File: config.mk
export PLATFORM = sky130hd
export DESIGN_NAME = prog_timer_div
export DESIGN_NICKNAME = d
export VERILOG_FILES = /design/src/rtl/prog_timer_pkg.sv /design/src/rtl/tmr_reset_ctl.sv /design/src/rtl/tmr_counter.sv /design/src/rtl/tmr_stage_sel.sv /design/src/rtl/tmr_out_ctl.sv /design/src/rtl/prog_timer_div.sv
export SDC_FILE = /design/constraint.sdc
export NUM_CORES = 1
export LEC_CHECK = 0
export ABC_AREA = 1
export BUFFER_PORTS_ARGS = -buffer_cell sky130_fd_sc_hd__buf_2
export CAP_MARGIN = 20
export CORE_MARGIN = 2
export CORE_UTILIZATION = 45
export DETAILED_ROUTE_END_ITERATION = 10
export PLACE_DENSITY_LB_ADDON = 0.2
export SYNTH_ARGS = -nofsm -noshare
export SYNTH_HDL_FRONTEND = slang
export SYNTH_SLANG_ARGS = --single-unit
File: constraint.sdc
create_clock -name clk_i -period 2.6 [get_ports clk_i]
set_input_delay 0.39 -clock clk_i [delete_from_list [all_inputs] [get_ports clk_i]]
set_output_delay 0.39 -clock clk_i [all_outputs]
set_load 0.005 [all_outputs]
File: src/rtl/prog_timer_pkg.sv
package prog_timer_pkg;

  // Division select code, {sel_a, sel_b}
  typedef enum logic [1:0] {
    DIV_MID = 2'b00,
    DIV_LOW = 2'b01,
    DIV_BYP = 2'b10,
    DIV_TOP = 2'b11
  } div_sel_e;

  function automatic div_sel_e pack_sel(input logic a, input logic b);
    return div_sel_e'({a, b});
  endfunction

  function automatic logic is_bypass(input div_sel_e sel);
    return sel == DIV_BYP;
  endfunction

  // Stage number n for a select code, given the configured stage numbers
  function automatic int unsigned stage_num(input div_sel_e sel,
                                            input int unsigned n_mid,
                                            input int unsigned n_low,
                                            input int unsigned n_top);
    case (sel)
      DIV_MID: return n_mid;
      DIV_LOW: return n_low;
      default: return n_top;
    endcase
  endfunction

endpackage

File: src/rtl/tmr_reset_ctl.sv
module tmr_reset_ctl (
  input  logic clk_i,
  input  logic mrst_i,
  input  logic por_i,
  input  logic auto_off_i,
  input  logic recycle_i,
  output logic hard_rst_o,
  output logic mode_chg_o,
  output logic clear_o
);
  logic mode_q;

  always_ff @(posedge clk_i) begin
    mode_q <= recycle_i;
  end

  assign hard_rst_o = por_i & ~auto_off_i;
  assign mode_chg_o = ~hard_rst_o & (mode_q != recycle_i);
  assign clear_o    = hard_rst_o | mrst_i | mode_chg_o;
endmodule

File: src/rtl/tmr_counter.sv
module tmr_counter #(
  parameter int unsigned CNT_W  = 16,
  parameter int unsigned BYP_LO = 8
) (
  input  logic             clk_i,
  input  logic             clear_i,
  input  logic             tick_i,
  input  logic             bypass_i,
  output logic [CNT_W-1:0] cnt_o
);
  localparam logic [CNT_W-1:0] STEP_ONE = CNT_W'(1);
  localparam logic [CNT_W-1:0] STEP_BYP = CNT_W'(1) << BYP_LO;

  logic [CNT_W-1:0] cnt_q;
  logic [CNT_W-1:0] step_w;

  assign step_w = bypass_i ? STEP_BYP : STEP_ONE;

  always_ff @(posedge clk_i) begin
    if (clear_i)     cnt_q <= '0;
    else if (tick_i) cnt_q <= cnt_q + step_w;
  end

  assign cnt_o = cnt_q;
endmodule

File: src/rtl/tmr_stage_sel.sv
module tmr_stage_sel
  import prog_timer_pkg::*;
#(
  parameter int unsigned CNT_W = 16,
  parameter int unsigned N_MID = 13,
  parameter int unsigned N_LOW = 10,
  parameter int unsigned N_TOP = 16
) (
  input  logic [CNT_W-1:0] cnt_i,
  input  div_sel_e         sel_i,
  output logic             stage_o,
  output logic             bypass_o
);
  localparam int unsigned IX_MID = N_MID - 1;
  localparam int unsigned IX_LOW = N_LOW - 1;
  localparam int unsigned IX_TOP = N_TOP - 1;

  logic [3:0] taps_w;

  // One tap per select code; codes 10 and 11 share the top stage
  for (genvar g = 0; g < 4; g++) begin : g_tap
    localparam int unsigned IX =
      stage_num(div_sel_e'(g), N_MID, N_LOW, N_TOP) - 1;
    assign taps_w[g] = cnt_i[IX];
  end

  assign stage_o  = taps_w[sel_i];
  assign bypass_o = is_bypass(sel_i);
endmodule

File: src/rtl/tmr_out_ctl.sv
module tmr_out_ctl (
  input  logic clk_i,
  input  logic clear_i,
  input  logic stage_i,
  input  logic recycle_i,
  input  logic inv_i,
  output logic latch_o,
  output logic out_o
);
  logic latch_q;
  logic out_q;
  logic level_w;

  assign level_w = recycle_i ? stage_i : (latch_q | stage_i);

  always_ff @(posedge clk_i) begin
    if (clear_i) begin
      latch_q <= 1'b0;
      out_q   <= inv_i;
    end else begin
      latch_q <= latch_q | stage_i;
      out_q   <= level_w ^ inv_i;
    end
  end

  assign latch_o = latch_q;
  assign out_o   = out_q;
endmodule

File: src/rtl/prog_timer_div.sv
module prog_timer_div
  import prog_timer_pkg::*;
#(
  parameter int unsigned CNT_W  = 16,
  parameter int unsigned BYP_LO = 8,
  parameter int unsigned N_MID  = 13,
  parameter int unsigned N_LOW  = 10
) (
  input  logic clk_i,
  input  logic tick_i,
  input  logic mrst_i,
  input  logic por_i,
  input  logic auto_off_i,
  input  logic sel_a_i,
  input  logic sel_b_i,
  input  logic recycle_i,
  input  logic inv_i,
  output logic tmr_o
);
  localparam int unsigned N_TOP = CNT_W;

  logic             hard_rst_w;
  logic             mode_chg_w;
  logic             clear_w;
  logic             bypass_w;
  logic             stage_w;
  logic             latch_w;
  logic [CNT_W-1:0] cnt_w;
  div_sel_e         sel_w;

  assign sel_w = pack_sel(sel_a_i, sel_b_i);

  tmr_reset_ctl u_rst (
    .clk_i      (clk_i),
    .mrst_i     (mrst_i),
    .por_i      (por_i),
    .auto_off_i (auto_off_i),
    .recycle_i  (recycle_i),
    .hard_rst_o (hard_rst_w),
    .mode_chg_o (mode_chg_w),
    .clear_o    (clear_w)
  );

  tmr_counter #(.CNT_W(CNT_W), .BYP_LO(BYP_LO)) u_cnt (
    .clk_i    (clk_i),
    .clear_i  (clear_w),
    .tick_i   (tick_i),
    .bypass_i (bypass_w),
    .cnt_o    (cnt_w)
  );

  tmr_stage_sel #(.CNT_W(CNT_W), .N_MID(N_MID), .N_LOW(N_LOW), .N_TOP(N_TOP)) u_sel (
    .cnt_i    (cnt_w),
    .sel_i    (sel_w),
    .stage_o  (stage_w),
    .bypass_o (bypass_w)
  );

  tmr_out_ctl u_out (
    .clk_i     (clk_i),
    .clear_i   (clear_w),
    .stage_i   (stage_w),
    .recycle_i (recycle_i),
    .inv_i     (inv_i),
    .latch_o   (latch_w),
    .out_o     (tmr_o)
  );
endmodule

# Word level (Yosys, flattened, before mapping)
# Cells that the tools add are included.
# Widths: inputs -> output; s select.
[word_totals] regBits=19 wordCells=21 in_bits=9 out_inout_bits=1
[classes] n_addsub=1 n_lt_le_gt_ge=1 n_mux=5 n_bitwise=8 n_eq_ne=2
[op_table] operator="$add 16x16->16" n=1
[op_table] operator="$mux 9" n=1
[op_table] operator="$lt 2x3->1 const B" n=1
[op_table] operator="$mux 1" n=3
[op_table] operator="$or 1x1->1" n=3
[op_table] operator="$and 1x1->1" n=2
[op_table] operator="$bmux 1 s2" n=1
[op_table] operator="$eq 2x2->1 const B" n=1
[op_table] operator="$not 1->1" n=2
[op_table] operator="$ne 1x1->1" n=1
[op_table] operator="$xor 1x1->1" n=1

# Logic depth before layout (Yosys ltp)
[logic_depth] ltp_word=6 ltp_mapped=12

# Hierarchy
# From an unflattened synthesis, not the netlist that was laid out.
[hier_totals] cells_unflattened=164 hier_area_um2=1061.0
[by_module_without_submodules] mod="tmr_counter" area_per_inst_um2=869.6 cells_per_inst=128 n_inst=1
[by_module_without_submodules] mod="tmr_out_ctl" area_per_inst_um2=90.1 cells_per_inst=14 n_inst=1
[by_module_without_submodules] mod="tmr_reset_ctl" area_per_inst_um2=62.6 cells_per_inst=12 n_inst=1
[by_module_without_submodules] mod="tmr_stage_sel" area_per_inst_um2=38.8 cells_per_inst=10 n_inst=1

# Worst setup path before layout
# No wires, ideal clock.
[synth_timing] path_kind="input to register" startpoint="input sel_a_i" endpoint="register u_cnt.cnt_q[10] (netlist: u_cnt.cnt_o[10])" arrival_ps=1377 cell_stages=11 required_time_ps=2485 slack_ps=1108 setup_time_ps=115 path_buffers=0 path_cell_list="inv_1 > nor2_1 > inv_1 > ha_1 > ha_1 > inv_1 > nor2_1 > nand3_1 > nand2_2 > a21oi_1 > nor2_1"
[synth_between] elab_chain_len=3
[synth_rtl] item="from (decl)" line="prog_timer_div.sv:14" text="input logic sel_a_i,"
[synth_rtl] item="$eq 2x2->1" line="prog_timer_pkg.sv:16" text="return sel == DIV_BYP;"
[synth_rtl] item="$mux 9" line="tmr_counter.sv:17" text="assign step_w = bypass_i ? STEP_BYP : STEP_ONE;"
[synth_rtl] item="$add 16x16->16" line="tmr_counter.sv:21" text="else if (tick_i) cnt_q <= cnt_q + step_w;"
[synth_rtl] item="to (signal assigned)" line="tmr_counter.sv:21"
[synth_rtl] item="to (decl)" line="tmr_counter.sv:14" text="logic [CNT_W-1:0] cnt_q;"
# No other way between the ends.
# A chain may end at the register's enable or synchronous reset.

# Worst setup path in the final report
[layout_timing] startpoint="register u_cnt.cnt_q[0] (netlist: u_cnt.cnt_o[0])" endpoint="register u_cnt.cnt_q[14] (netlist: u_cnt.cnt_o[14])"
[layout_between] elab_chain_len=1
[layout_rtl] item="$add 16x16->16" line="tmr_counter.sv:21"
# No other way between the ends.

==> key figures <==
Run status
  – Status: finished clean

Logic synthesis
  – Mapped Cells: 150
  – Async SR Flop Fraction: 0
  – Synth unique cells: 23
  – Number of synthesized flops with an enable pin: 0
  – Post-synth top area share: 0.3680
  – Most frequent cells after synthesis: nand2_1 (31), nor2_1 (20), dfxtp_1 (19), inv_1 (18), nand3_1 (16)
  – Syn Area/Cell: 6.890 sq um
  – Post-synthesis net count: 162
  – Main area contributors after synthesis: dfxtp_1 (37%), nand2_1 (11%), nand3_1 (7.7%)
  – Synthesis-stage register bit count: 19
  – Yosys top cell by area: dfxtp_1
  – Synth Warn #: 0
  – Synthesized area: 1033 sq um
  – Post-synthesis sequential area ratio: 0.3680
  – Synth Flop Type: dfxtp_1
  – Most common cell in the netlist: nand2_1

Global route
  – Initial antenna violation count: 0
  – Top Usage Layer GRT: met2
  – GRT overflow: 0
  – First-pass GRT wire length: 3.456 mm
  – Met2 Use GR: 0.2932
  – Met3 global-route usage: 0.06034
  – M1 GR Usage: 0.2131
  – Largest net degree at the start of global routing: 15
  – Vias in the first global route: 839
  – Total GRT Usage: 0.1728

Cells and area
  – Antenna Cells: 0
  – Post-layout net count: 174
  – Post-route insts no fill: 189
  – Layout overhead on the synthesized area: 9.080%
  – Share of cells above drive strength 1: 0.1801

Timing
  – Worst-margin pin slew: 0.5703 ns
  – Final Cycle Share: 0.5305
  – Slew Limit Fails: 0
  – # setup viols final: 0
  – Max_slew headroom: 0.6194
  – Setup Skew: 0.01258 ns
  – Final hold viol count: 0
  – Max Freq: 725.0 MHz
  – Setup TNS: 0 ns
  – Min Tclk post-route: 1.379 ns
  – RSZ-0062 raised after global routing: false

Setup path
  – Critical path's largest stage delay: 0.36 ns
  – Critical path's slowest cell: dfxtp_1
  – WP data arrival: 1.59 ns
  – CP delay by family, top: simple AND/OR/NAND/NOR gates
  – Startpoint types: register
  – Data required time of the critical path: 2.81 ns
  – CP Max Fanout: 6
  – Crit path buffers/inverters: 1
  – Critical path type: register to register
  – Critical Path, Cell by Cell: ha_1 -> ha_1 -> inv_1 -> nor2_1 -> nand3_1 -> nand2_2 -> nand3_1 -> nand2_1 -> nor2_1
  – Crit. End Element: register

Route
  – Final wirelength: 1.978 mm
  – Routed vias/inst: 4.921
  – First-pass iteration count of the detailed router: 4
  – Initial DRC count: 21
  – Remaining antenna violation count: 0
  – Via Count: 930
  – Wire per inst: 10.47 um
  – Remaining DRCs: 0

Clock network
  – H-tree levels: 1
  – Post-CTS setup buffer count: 0
  – # hold bufs at CTS: 0
  – Worst skew pair latency: 0.30 ns
  – Root buffer cell: clkbuf_4
  – Post-CTS sizing: 0
  – Sink Count: 19
  – CTS max path bufs: 2
  – CTS tree: done
  – Clock-pin transition on the worst setup and hold timing paths: 0.11 ns
  – TritonCTS buffer count: 3

Floorplanning
  – Die Y: 51.93 um
  – Core outline area: 2191 sq um
  – Std cell rows: 17
  – Initial Utilization: 0.4717
  – IO Pins: 10
  – Die Wd: 51.93 um
  – Die ar.: 2696 sq um

Power and ir drop
  – Maximum vdd drop: 0.4374 mV
  – P_sw: 0.0001187 W
  – PwrDens: 433.9 nW/um^2
  – Sw Share: 0.2426
  – Clock power frac: 0.307
  – Combinational Power Share: 0.087
  – Flop pwr share: 0.606
  – P_leak: 0.4565 nW
  – Pint: 0.0003705 W

Placed design
  – Post-DP HPWL: 1.528 mm
  – Placed instance count: 185
  – Routability cong.: 0.7802
  – Number of I/O port buffers: 9

Min path
  – Worst hold path type: primary input to register

Run
  – Max_cap viols: 0
flip-flops by register name, indices dropped and copies added, names as in the netlist:
name / flops
u_cnt.cnt_o: 16
u_out.latch_o: 1
u_out.out_o: 1
u_rst.mode_q: 1
cell families (layout without fill, tap and decap cells):
group / count (synthesis) / after routing / share of synthesized area
flops: 19 / 19 / 0.3680
simple gates: 85 / 85 / 0.3959
buf+inv: 23 / 34 / 0.08837
xor+xnor: 3 / 3 / 0.02543
fa+ha+maj: 3 / 3 / 0.03632
compound gates: 17 / 17 / 0.08596
power groups by stage:
stage	sequential, W	combinational (W)	clock, W
floorplan	0.000303	0.0000297	0
global placement	0.000303	0.0000421	0
detailed placement	0.000303	0.0000432	0
CTS	0.000296	0.0000434	0.000156
global route	0.000297	0.0000498	0.000167
finish	0.000296	0.0000427	0.000150
stage by stage:
| stage | cell area [sq um] | setup WS [ns] | power [W] | hold slack, ns | util |
|---|---|---|---|---|---|
| floorplan | 1033 | 1.108 | 0.0003325 | 0.4177 | - |
| global placement | 1101 | 0.9125 | 0.0003449 | 0.4560 | 0.5026 |
| detailed placement | 1101 | 0.8992 | 0.0003461 | 0.4671 | 0.5026 |
| CTS | 1127 | 1.200 | 0.0004952 | 0.2331 | 0.5146 |
| global route | 1127 | 1.050 | 0.0005141 | 0.2288 | 0.5146 |
| finish | 1127 | 1.221 | 0.0004891 | 0.2364 | 0.5146 |
layer usage:
| metal | vias to the layer above | part of all wire |
|---|---|---|
| li1 | 503 | - |
| met1 | 417 | 0.48 |
| met2 | 10 | 0.50 |
| met3 | 0 | 0.028 |
| met4 | 0 | 0 |
| met5 | - | 0 |
path summary, 6_finish.rpt:
| check | start | end | slack, ns | cells past startpoint |
|---|---|---|---|---|
| setup / recovery | u_cnt.cnt_o[0] | u_cnt.cnt_o[14] | 1.22 | 9 |
| hold / removal | recycle_i | u_rst.mode_q | 0.24 | 1 |
| setup reg to reg | u_cnt.cnt_o[0] | u_cnt.cnt_o[14] | 1.22 | 9 |
| hold reg to reg | u_out.latch_o | u_out.latch_o | 0.48 | 2 |
cells in the final DEF (no fill, tap or decap):
| cell type | count |
|---|---|
| nand2_1 | 31 |
| nor2_1 | 20 |
| dfxtp_1 | 19 |
| inv_1 | 18 |
| nand3_1 | 16 |
| a21oi_1 | 12 |
| buf_2 | 9 |
| nand2_2 | 7 |
| xor2_1 | 3 |
| inv_2 | 3 |
| ha_1 | 3 |
| clkbuf_4 | 3 |
| nor2_2 | 2 |
| nand4_1 | 2 |
| nor2_4 | 2 |
| nor3b_2 | 2 |
| o21ai_1 | 2 |
| o21bai_1 | 1 |
| a31oi_1 | 1 |
| nand3_2 | 1 |
| and3_1 | 1 |
| nor3_1 | 1 |
| o21ai_0 | 1 |
| clkbuf_1 | 1 |
worst register-to-register path: cells and delay by family (launching register included):
family / cells / cell delay (ns)
adder cells (fa/ha/maj): 2 / 0.36
AND/OR/NAND/NOR: 6 / 0.56
buffers and inverters: 1 / 0.04
flip-flops: 1 / 0.36
final cells by class:
type / count / area, sq um
Clock buffer: 4 / 26.28
Fill cell: 229 / 1064
Inverter: 21 / 78.83
Multi-Input combinational cell: 108 / 561.8
Sequential cell: 19 / 380.4
Tap cell: 28 / 35.03
Timing Repair Buffer: 9 / 45.04
No activity file was read; power rests on OpenSTA's default activity.
